<file path="config.mk">
export PLATFORM = sky130hd
export DESIGN_NAME = interval_timer
export DESIGN_NICKNAME = d
export VERILOG_FILES = /design/src/rtl/itmr_pkg.sv /design/src/rtl/itmr_divider.sv /design/src/rtl/itmr_tap_edge.sv /design/src/rtl/itmr_counter.sv /design/src/rtl/interval_timer.sv
export SDC_FILE = /design/constraint.sdc
export NUM_CORES = 1
export LEC_CHECK = 0
export ABC_AREA = 1
export BUFFER_PORTS_ARGS = -buffer_cell sky130_fd_sc_hd__buf_2
export CORE_MARGIN = 10
export CORE_UTILIZATION = 30
export CTS_CLUSTER_DIAMETER = 30
export DETAILED_ROUTE_END_ITERATION = 8
export GPL_TIMING_DRIVEN = 0
export PLACE_DENSITY = 0.52
export RECOVER_POWER = 100
export SLEW_MARGIN = 20
export SYNTH_ARGS = -nofsm -noshare
export SYNTH_HDL_FRONTEND = slang
export SYNTH_SLANG_ARGS = --single-unit
export TNS_END_PERCENT = 10
</file>
<file path="constraint.sdc">
create_clock -name clk -period 4.77 [get_ports clk]
set_clock_uncertainty 0.15 [all_clocks]
set_input_delay 0.477 -clock clk [delete_from_list [all_inputs] [get_ports clk]]
set_output_delay 0.477 -clock clk [all_outputs]
set_load 0.01 [all_outputs]
</file>
<file path="src/rtl/itmr_pkg.sv">
// Package: shared register address encoding for the interval timer.
// Assumes a two-bit register address on the byte bus.
package itmr_pkg;
    typedef enum logic [1:0] {
        REG_DIV    = 2'd0,
        REG_COUNT  = 2'd1,
        REG_MODULO = 2'd2,
        REG_CTRL   = 2'd3
    } reg_sel_e;

    localparam int unsigned CTRL_BITS = 3;
endpackage

</file>
<file path="src/rtl/itmr_divider.sv">
// Free-running divider counter.
// Increments on every clock. A clear request zeroes every bit.
// Assumes clear is a single-cycle strobe decoded from a bus write.
module itmr_divider #(
    parameter int unsigned DIV_W = 16
) (
    input  logic             clk,
    input  logic             rst_n,
    input  logic             clear,
    output logic [DIV_W-1:0] div
);
    // Step the divider or clear it on request.
    always_ff @(posedge clk) begin
        if (!rst_n)     div <= '0;
        else if (clear) div <= '0;
        else            div <= div + 1'b1;
    end

    a_r1_div_step: assert property (@(posedge clk) disable iff (!rst_n)
        !clear |=> div == $past(div) + 1'b1);
    a_r2_div_clear: assert property (@(posedge clk) disable iff (!rst_n)
        clear |=> div == '0);
endmodule

</file>
<file path="src/rtl/itmr_tap_edge.sv">
// Falling-edge detector on the selected divider tap.
// Keeps the previous value of each of the four candidate tap bits.
// Raises tick for one cycle when the selected bit went from 1 to 0 since
// the last clock and counting is enabled.
// Assumes tap positions lie inside the divider width.
module itmr_tap_edge #(
    parameter int unsigned DIV_W = 16,
    parameter int unsigned TAP0  = 9,
    parameter int unsigned TAP1  = 3,
    parameter int unsigned TAP2  = 5,
    parameter int unsigned TAP3  = 7
) (
    input  logic             clk,
    input  logic             rst_n,
    input  logic [DIV_W-1:0] div,
    input  logic [1:0]       sel,
    input  logic             enable,
    output logic             tick
);
    localparam int unsigned NTAPS = 4;
    localparam int unsigned TAPS [NTAPS] = '{TAP0, TAP1, TAP2, TAP3};

    logic [NTAPS-1:0] cur_bits;
    logic [NTAPS-1:0] prev_bits;

    for (genvar i = 0; i < NTAPS; i++) begin : g_tap
        assign cur_bits[i] = div[TAPS[i]];

        // Remember this tap bit for the next cycle's edge compare.
        always_ff @(posedge clk) begin
            if (!rst_n) prev_bits[i] <= 1'b0;
            else        prev_bits[i] <= cur_bits[i];
        end
    end

    // Detect a falling edge on the selected tap, gated by enable.
    always_comb begin
        tick = enable & prev_bits[sel] & ~cur_bits[sel];
    end
endmodule

</file>
<file path="src/rtl/itmr_counter.sv">
// Reloadable counter with an overflow interrupt pulse.
// A bus load wins over a tick. A tick at all-ones loads the modulo value
// and registers a one-cycle irq that appears together with the reload.
// Assumes ticks are at least two cycles apart.
module itmr_counter #(
    parameter int unsigned CNT_W = 8
) (
    input  logic             clk,
    input  logic             rst_n,
    input  logic             tick,
    input  logic             load,
    input  logic [CNT_W-1:0] load_val,
    input  logic [CNT_W-1:0] modulo,
    output logic [CNT_W-1:0] count,
    output logic             irq
);
    localparam logic [CNT_W-1:0] CNT_MAX = '1;

    // Update the count: bus load, overflow reload or increment.
    always_ff @(posedge clk) begin
        if (!rst_n) begin
            count <= '0;
            irq   <= 1'b0;
        end else if (load) begin
            count <= load_val;
            irq   <= 1'b0;
        end else if (tick && count == CNT_MAX) begin
            count <= modulo;
            irq   <= 1'b1;
        end else begin
            if (tick) count <= count + 1'b1;
            irq <= 1'b0;
        end
    end

    a_r3_increment: assert property (@(posedge clk) disable iff (!rst_n)
        tick && !load && count != CNT_MAX |=> count == $past(count) + 1'b1);
    a_r4_reload: assert property (@(posedge clk) disable iff (!rst_n)
        tick && !load && count == CNT_MAX |=> count == $past(modulo) && irq);
    a_r6_single_pulse: assert property (@(posedge clk) disable iff (!rst_n)
        irq |=> !irq);
    a_r8_write_wins: assert property (@(posedge clk) disable iff (!rst_n)
        load |=> count == $past(load_val) && !irq);
endmodule

</file>
<file path="src/rtl/interval_timer.sv">
// Top level of the interval timer.
// Decodes the byte bus, holds the modulo and control registers, and ties
// together the divider, the tap edge detector and the counter.
// Assumes reads are combinational and writes take effect at the clock edge.
module interval_timer #(
    parameter int unsigned DIV_W  = 16,
    parameter int unsigned DATA_W = 8,
    parameter int unsigned TAP0   = 9,
    parameter int unsigned TAP1   = 3,
    parameter int unsigned TAP2   = 5,
    parameter int unsigned TAP3   = 7
) (
    input  logic              clk,
    input  logic              rst_n,
    input  logic              bus_wr,
    input  logic [1:0]        bus_addr,
    input  logic [DATA_W-1:0] bus_wdata,
    output logic [DATA_W-1:0] bus_rdata,
    output logic              irq
);
    import itmr_pkg::*;

    localparam int unsigned CW = CTRL_BITS;

    logic [DIV_W-1:0]  div;
    logic [DATA_W-1:0] count;
    logic [DATA_W-1:0] modulo_q;
    logic [CW-1:0]     ctrl_q;
    logic              tick;
    logic              wr_div;
    logic              wr_count;
    logic              wr_mod;
    logic              wr_ctrl;
    reg_sel_e          sel;

    // Decode bus writes per register.
    always_comb begin
        sel      = reg_sel_e'(bus_addr);
        wr_div   = bus_wr && sel == REG_DIV;
        wr_count = bus_wr && sel == REG_COUNT;
        wr_mod   = bus_wr && sel == REG_MODULO;
        wr_ctrl  = bus_wr && sel == REG_CTRL;
    end

    // Hold the modulo and control registers.
    always_ff @(posedge clk) begin
        if (!rst_n) begin
            modulo_q <= '0;
            ctrl_q   <= '0;
        end else begin
            if (wr_mod)  modulo_q <= bus_wdata;
            if (wr_ctrl) ctrl_q   <= bus_wdata[CW-1:0];
        end
    end

    // Select read data for the addressed register.
    always_comb begin
        unique case (sel)
            REG_DIV:    bus_rdata = div[DIV_W-1 -: DATA_W];
            REG_COUNT:  bus_rdata = count;
            REG_MODULO: bus_rdata = modulo_q;
            default:    bus_rdata = {{(DATA_W-CW){1'b1}}, ctrl_q};
        endcase
    end

    itmr_divider #(.DIV_W(DIV_W)) u_divider (
        .clk   (clk),
        .rst_n (rst_n),
        .clear (wr_div),
        .div   (div)
    );

    itmr_tap_edge #(
        .DIV_W(DIV_W), .TAP0(TAP0), .TAP1(TAP1), .TAP2(TAP2), .TAP3(TAP3)
    ) u_tap_edge (
        .clk    (clk),
        .rst_n  (rst_n),
        .div    (div),
        .sel    (ctrl_q[1:0]),
        .enable (ctrl_q[2]),
        .tick   (tick)
    );

    itmr_counter #(.CNT_W(DATA_W)) u_counter (
        .clk      (clk),
        .rst_n    (rst_n),
        .tick     (tick),
        .load     (wr_count),
        .load_val (bus_wdata),
        .modulo   (modulo_q),
        .count    (count),
        .irq      (irq)
    );

    a_r5_hold_when_off: assert property (@(posedge clk) disable iff (!rst_n)
        !ctrl_q[2] && !wr_count |=> $stable(count));
    a_r10_ctrl_pad: assert property (@(posedge clk) disable iff (!rst_n)
        sel == REG_CTRL |-> bus_rdata[DATA_W-1:CW] == '1);
endmodule

</file>
Word level (Yosys, flattened, before mapping)
Index checks and enable logic that the tools add are counted.
- order comparisons: 1
- muxes and demuxes: 9
- bitwise gates (word level): 4
- reductions and logical operators: 9
- equal/unequal tests: 4
- $add $sub $neg: 2
- operator list (operator ; count):
    8-bit two-way mux ; 3
    8-bit case mux with 3 select lines ; 1
    16-bit by 1-bit adder with 16-bit output, second input constant ; 1
    8-bit by 1-bit adder with 8-bit output, second input constant ; 1
    8-bit equality test, second input constant ; 1
    1-bit logical AND ; 5
    1-bit binary-select mux with 2-bit select ; 2
    2-bit equality test, second input constant ; 2
    2-bit OR reduction ; 2
    2-bit by 3-bit less-than comparator with 1-bit output, second input constant ; 1
    1-bit two-way mux ; 3
    3-bit nonzero test ; 1
    1-bit AND ; 2
    2-bit by 1-bit equality test with 1-bit output, second input constant ; 1
    2-bit zero test ; 1
    1-bit NOT ; 2
- logic and storage cells: 38
- input port bits: 13
- register bits after elaboration: 40

Depth between registers and ports, before layout
- depth in word-level cells: 7
- depth in mapped cells: 10
- depth with buffers taken out: 9

Modules after synthesis
Synthesis repeated with hierarchy kept, for this count alone.
- cell total of the unflattened synthesis: 353
- area total of the unflattened synthesis: 2289.7 um2
- modules (own cells, without submodules) (module ; times used ; cells an instance ; area an instance (um2)):
    itmr_divider ; 1 ; 114 ; 800.8
    interval_timer ; 1 ; 115 ; 678.2
    itmr_counter ; 1 ; 98 ; 639.4
    itmr_tap_edge ; 1 ; 26 ; 171.4

Least setup slack after synthesis
No wires, ideal clock.
- kind: input -> output
- start: input port bus_addr[0]
- end: output port bus_rdata[2]
- path buffers: 0
- slack: 3.052 ns
- data arrival time: 1.091 ns
- stages: 3
- cell sequence: nor2_1 inv_1 o2111ai_1
- cells in the longest elaborated chain, start to end: 2
- ends and longest elaborated chain (what ; RTL line ; RTL):
    start: declaration ; interval_timer.sv:16 ; input logic [1:0] bus_addr,
    2-bit equality test (tied with other cells) ; interval_timer.sv:58 ; unique case (sel)
    8-bit case mux with 3 select lines (*) ; interval_timer.sv:58 ;
    end: declaration ; interval_timer.sv:18 ; output logic [DATA_W-1:0] bus_rdata,
Mark *: on every way between the ends. The rest lies on a longest branch, timed or not.

Final worst setup path
- start: input port bus_addr[1]
- end: output port bus_rdata[0]
The elaborated chain is that of the path after synthesis.

==> qor.txt <==
Slew headroom = 0.545
most frequent cells in the layout = 62 x nand2_1, 44 x inv_1, 40 x dfxtp_1
Lkg Pwr = 0.976 nW
Combinational Power Share = 0.090
DR pass1 iterations = 4
gpl congestion = 0.809
drt wl/cell = 13.3 microns
DR vias = 2047
Yosys cell types = 33
Top Usage Layer GRT = met2
# diodes = 0
number of synthesized flops with an enable pin = 0
leading cell type in the layout, fill and taps excluded = nand2_1
M2 GR Usage = 0.157
post-DR vias/cell = 4.71
Switching Share = 0.238
CP Max Fanout = 7
initial antenna violation count = 0
Synthesized Nets = 326
Initial Utilization = 0.313
Clock power frac = 0.425
Final period util = 0.516
met3 Use GR = 0.0295
detailed placement HPWL = 4610 microns
DP Worst Slack = 2590 ps
RSZ-0062 raised after global routing = false
Setup TNS = 0 ps
met1 Use GR = 0.141
setup bufs post-CTS = 0
CTS Root Cell = clkbuf_8
first-pass GRT wire length = 9760 microns
CTS buffer count = 5
Synth Cell Area = 2160 sq um
Synth warnings = 0
fmax = 0.406 GHz
Die X = 105 microns
element type at the critical path end = output pin
H-Tree Depth = 2
sequential power share = 0.485
core box area = 6910 sq um
status = complete, no violations
Pint = 0.548 mW
sequential area share after synthesis = 0.371
Power Dens Cells = 295 nW/um^2
Synth Area per Inst = 6.94 sq um
CP Class = input port to output pin
Net Switching = 0.171 mW
DP Area = 2380 sq um
Max-cap violations = 0
share of layout cells above drive strength 1 = 0.103
clk sink count = 40
port buffer count = 20
post-synthesis register bit count = 40
worst skew pair latency = 300 ps
Bufs on Longest Clock Path = 2
HP Class = flip-flop to flip-flop
Routed WL = 5790 microns
Congestion Overflow GR = 0
crit path launch type = input port
final net count = 353
actual slew at the worst max-slew pin = 678 ps
# DRC = 0
Peak VDD IR = 97.2 uV
crit path DAT = 1830 ps
DIE AREA = 11000 sq um
Die Ht = 105 microns
Total GRT Usage = 0.107
area growth from synthesis to layout = 13.2%
ys async rst share = 0
remaining antenna violation count = 0
Reg clk slew, reported paths = 70 ps
IO Pins = 22
Syn Inst Count = 311
1st-iter DRT viols = 111
FP Rows = 30
setup ws final = 2310 ps
hold_buf cts = 0
Worst EP required = 4140 ps
pins over their slew limit = 0
Final Hold Fails = 0
Final min period = 2460 ps
# setup viols final = 0
vias in the first global route = 2052
hold slack final = 298 ps
final instance area = 2440 sq um
CTS tree = yes
prevailing post-synth register cell = dfxtp_1
post-CTS sizing = 0
pin count of the biggest net entering global routing = 13
[per-stage QoR]
| stage | power [mW] | utilization | cells |
|---|---|---|---|
| detailed placement | 0.425 | 0.344 | 427 |
| global placement | 0.423 | 0.344 | 427 |
| global route | 0.751 | 0.354 | 435 |
| CTS | 0.730 | 0.363 | 435 |
| floorplan | 0.398 | - | 311 |
| finish | 0.719 | 0.354 | 435 |
[routing by layer]
layer,up-vias,share of wire
li1,1067,-
met1,934,0.53
met2,38,0.41
met3,8,0.039
met4,0,0.019
met5,-,0
[power by group through the flow]
| stage | Sequential [mW] | Clock [mW] | Combinational, mW |
|---|---|---|---|
| after global routing | 0.350 | 0.328 | 0.0740 |
| after CTS | 0.349 | 0.313 | 0.0682 |
| after detailed placement | 0.357 | 0 | 0.0679 |
| after floorplan | 0.355 | 0 | 0.0438 |
| final | 0.349 | 0.306 | 0.0651 |
| after global placement | 0.356 | 0 | 0.0671 |
[registers in the layout, indices dropped and copies added, names as in the netlist]
register,cells
u_divider.div,16
ctrl_q,3
u_counter.count,8
u_counter.irq,1
modulo_q,8
u_tap_edge.prev_bits,4
[layout make-up]
type,count,area (sq um)
Buffer,5,33.8
Clock buffer,7,96.3
Clock inverter,1,30.0
Fill cell,812,4460
Inverter,51,195
Multi-Input combinational cell,215,1080
Sequential cell,40,801
Tap cell,96,120
Timing Repair Buffer,20,85.1
[cells in the mapped netlist (3+ instances only)]
cell type  instances  share of area
nand4_1            3         0.0087
xor2_1             3          0.012
o221ai_1           4          0.016
nand3_2            3          0.014
nand2_4            4          0.021
inv_2              5         0.0087
a21oi_1           31          0.072
nor2_1            28          0.049
dfxtp_1           40           0.37
o21ai_0           20          0.046
nand2_1           61           0.11
nand3_1           35          0.081
xnor2_1            3          0.012
inv_1             43          0.075
[worst max-delay path, stage by stage]
cell and delay, ps:
clkbuf_1 200, inv_1 120, nor2_1 410, inv_1 110, o22ai_1 130, a21oi_1 50, o21ai_0 130, clkbuf_1 200
[cells by family (layout without fill, tap and decap cells)]
| family | count (synthesis) | after routing | share of synthesized area |
|---|---|---|---|
| simple gates | 145 | 145 | 0.326 |
| compound gates | 62 | 62 | 0.161 |
| buf+inv | 56 | 84 | 0.107 |
| flops | 40 | 40 | 0.371 |
| xor+xnor | 6 | 6 | 0.0244 |
| fa+ha+maj | 2 | 2 | 0.0116 |
[path summary, 6_finish.rpt]
| path | start | endpoint | slack [ps] | depth (start not counted) |
|---|---|---|---|---|
| worst max register to register | u_counter.count[0] | u_counter.count[2] | 2680 | 9 |
| worst min register to register | u_divider.div[0] | u_divider.div[0] | 300 | 1 |
| worst max-delay path | bus_addr[1] | bus_rdata[0] | 2310 | 8 |
| worst min-delay path | u_divider.div[0] | u_divider.div[0] | 300 | 1 |
No activity file was read; power rests on OpenSTA's default activity.
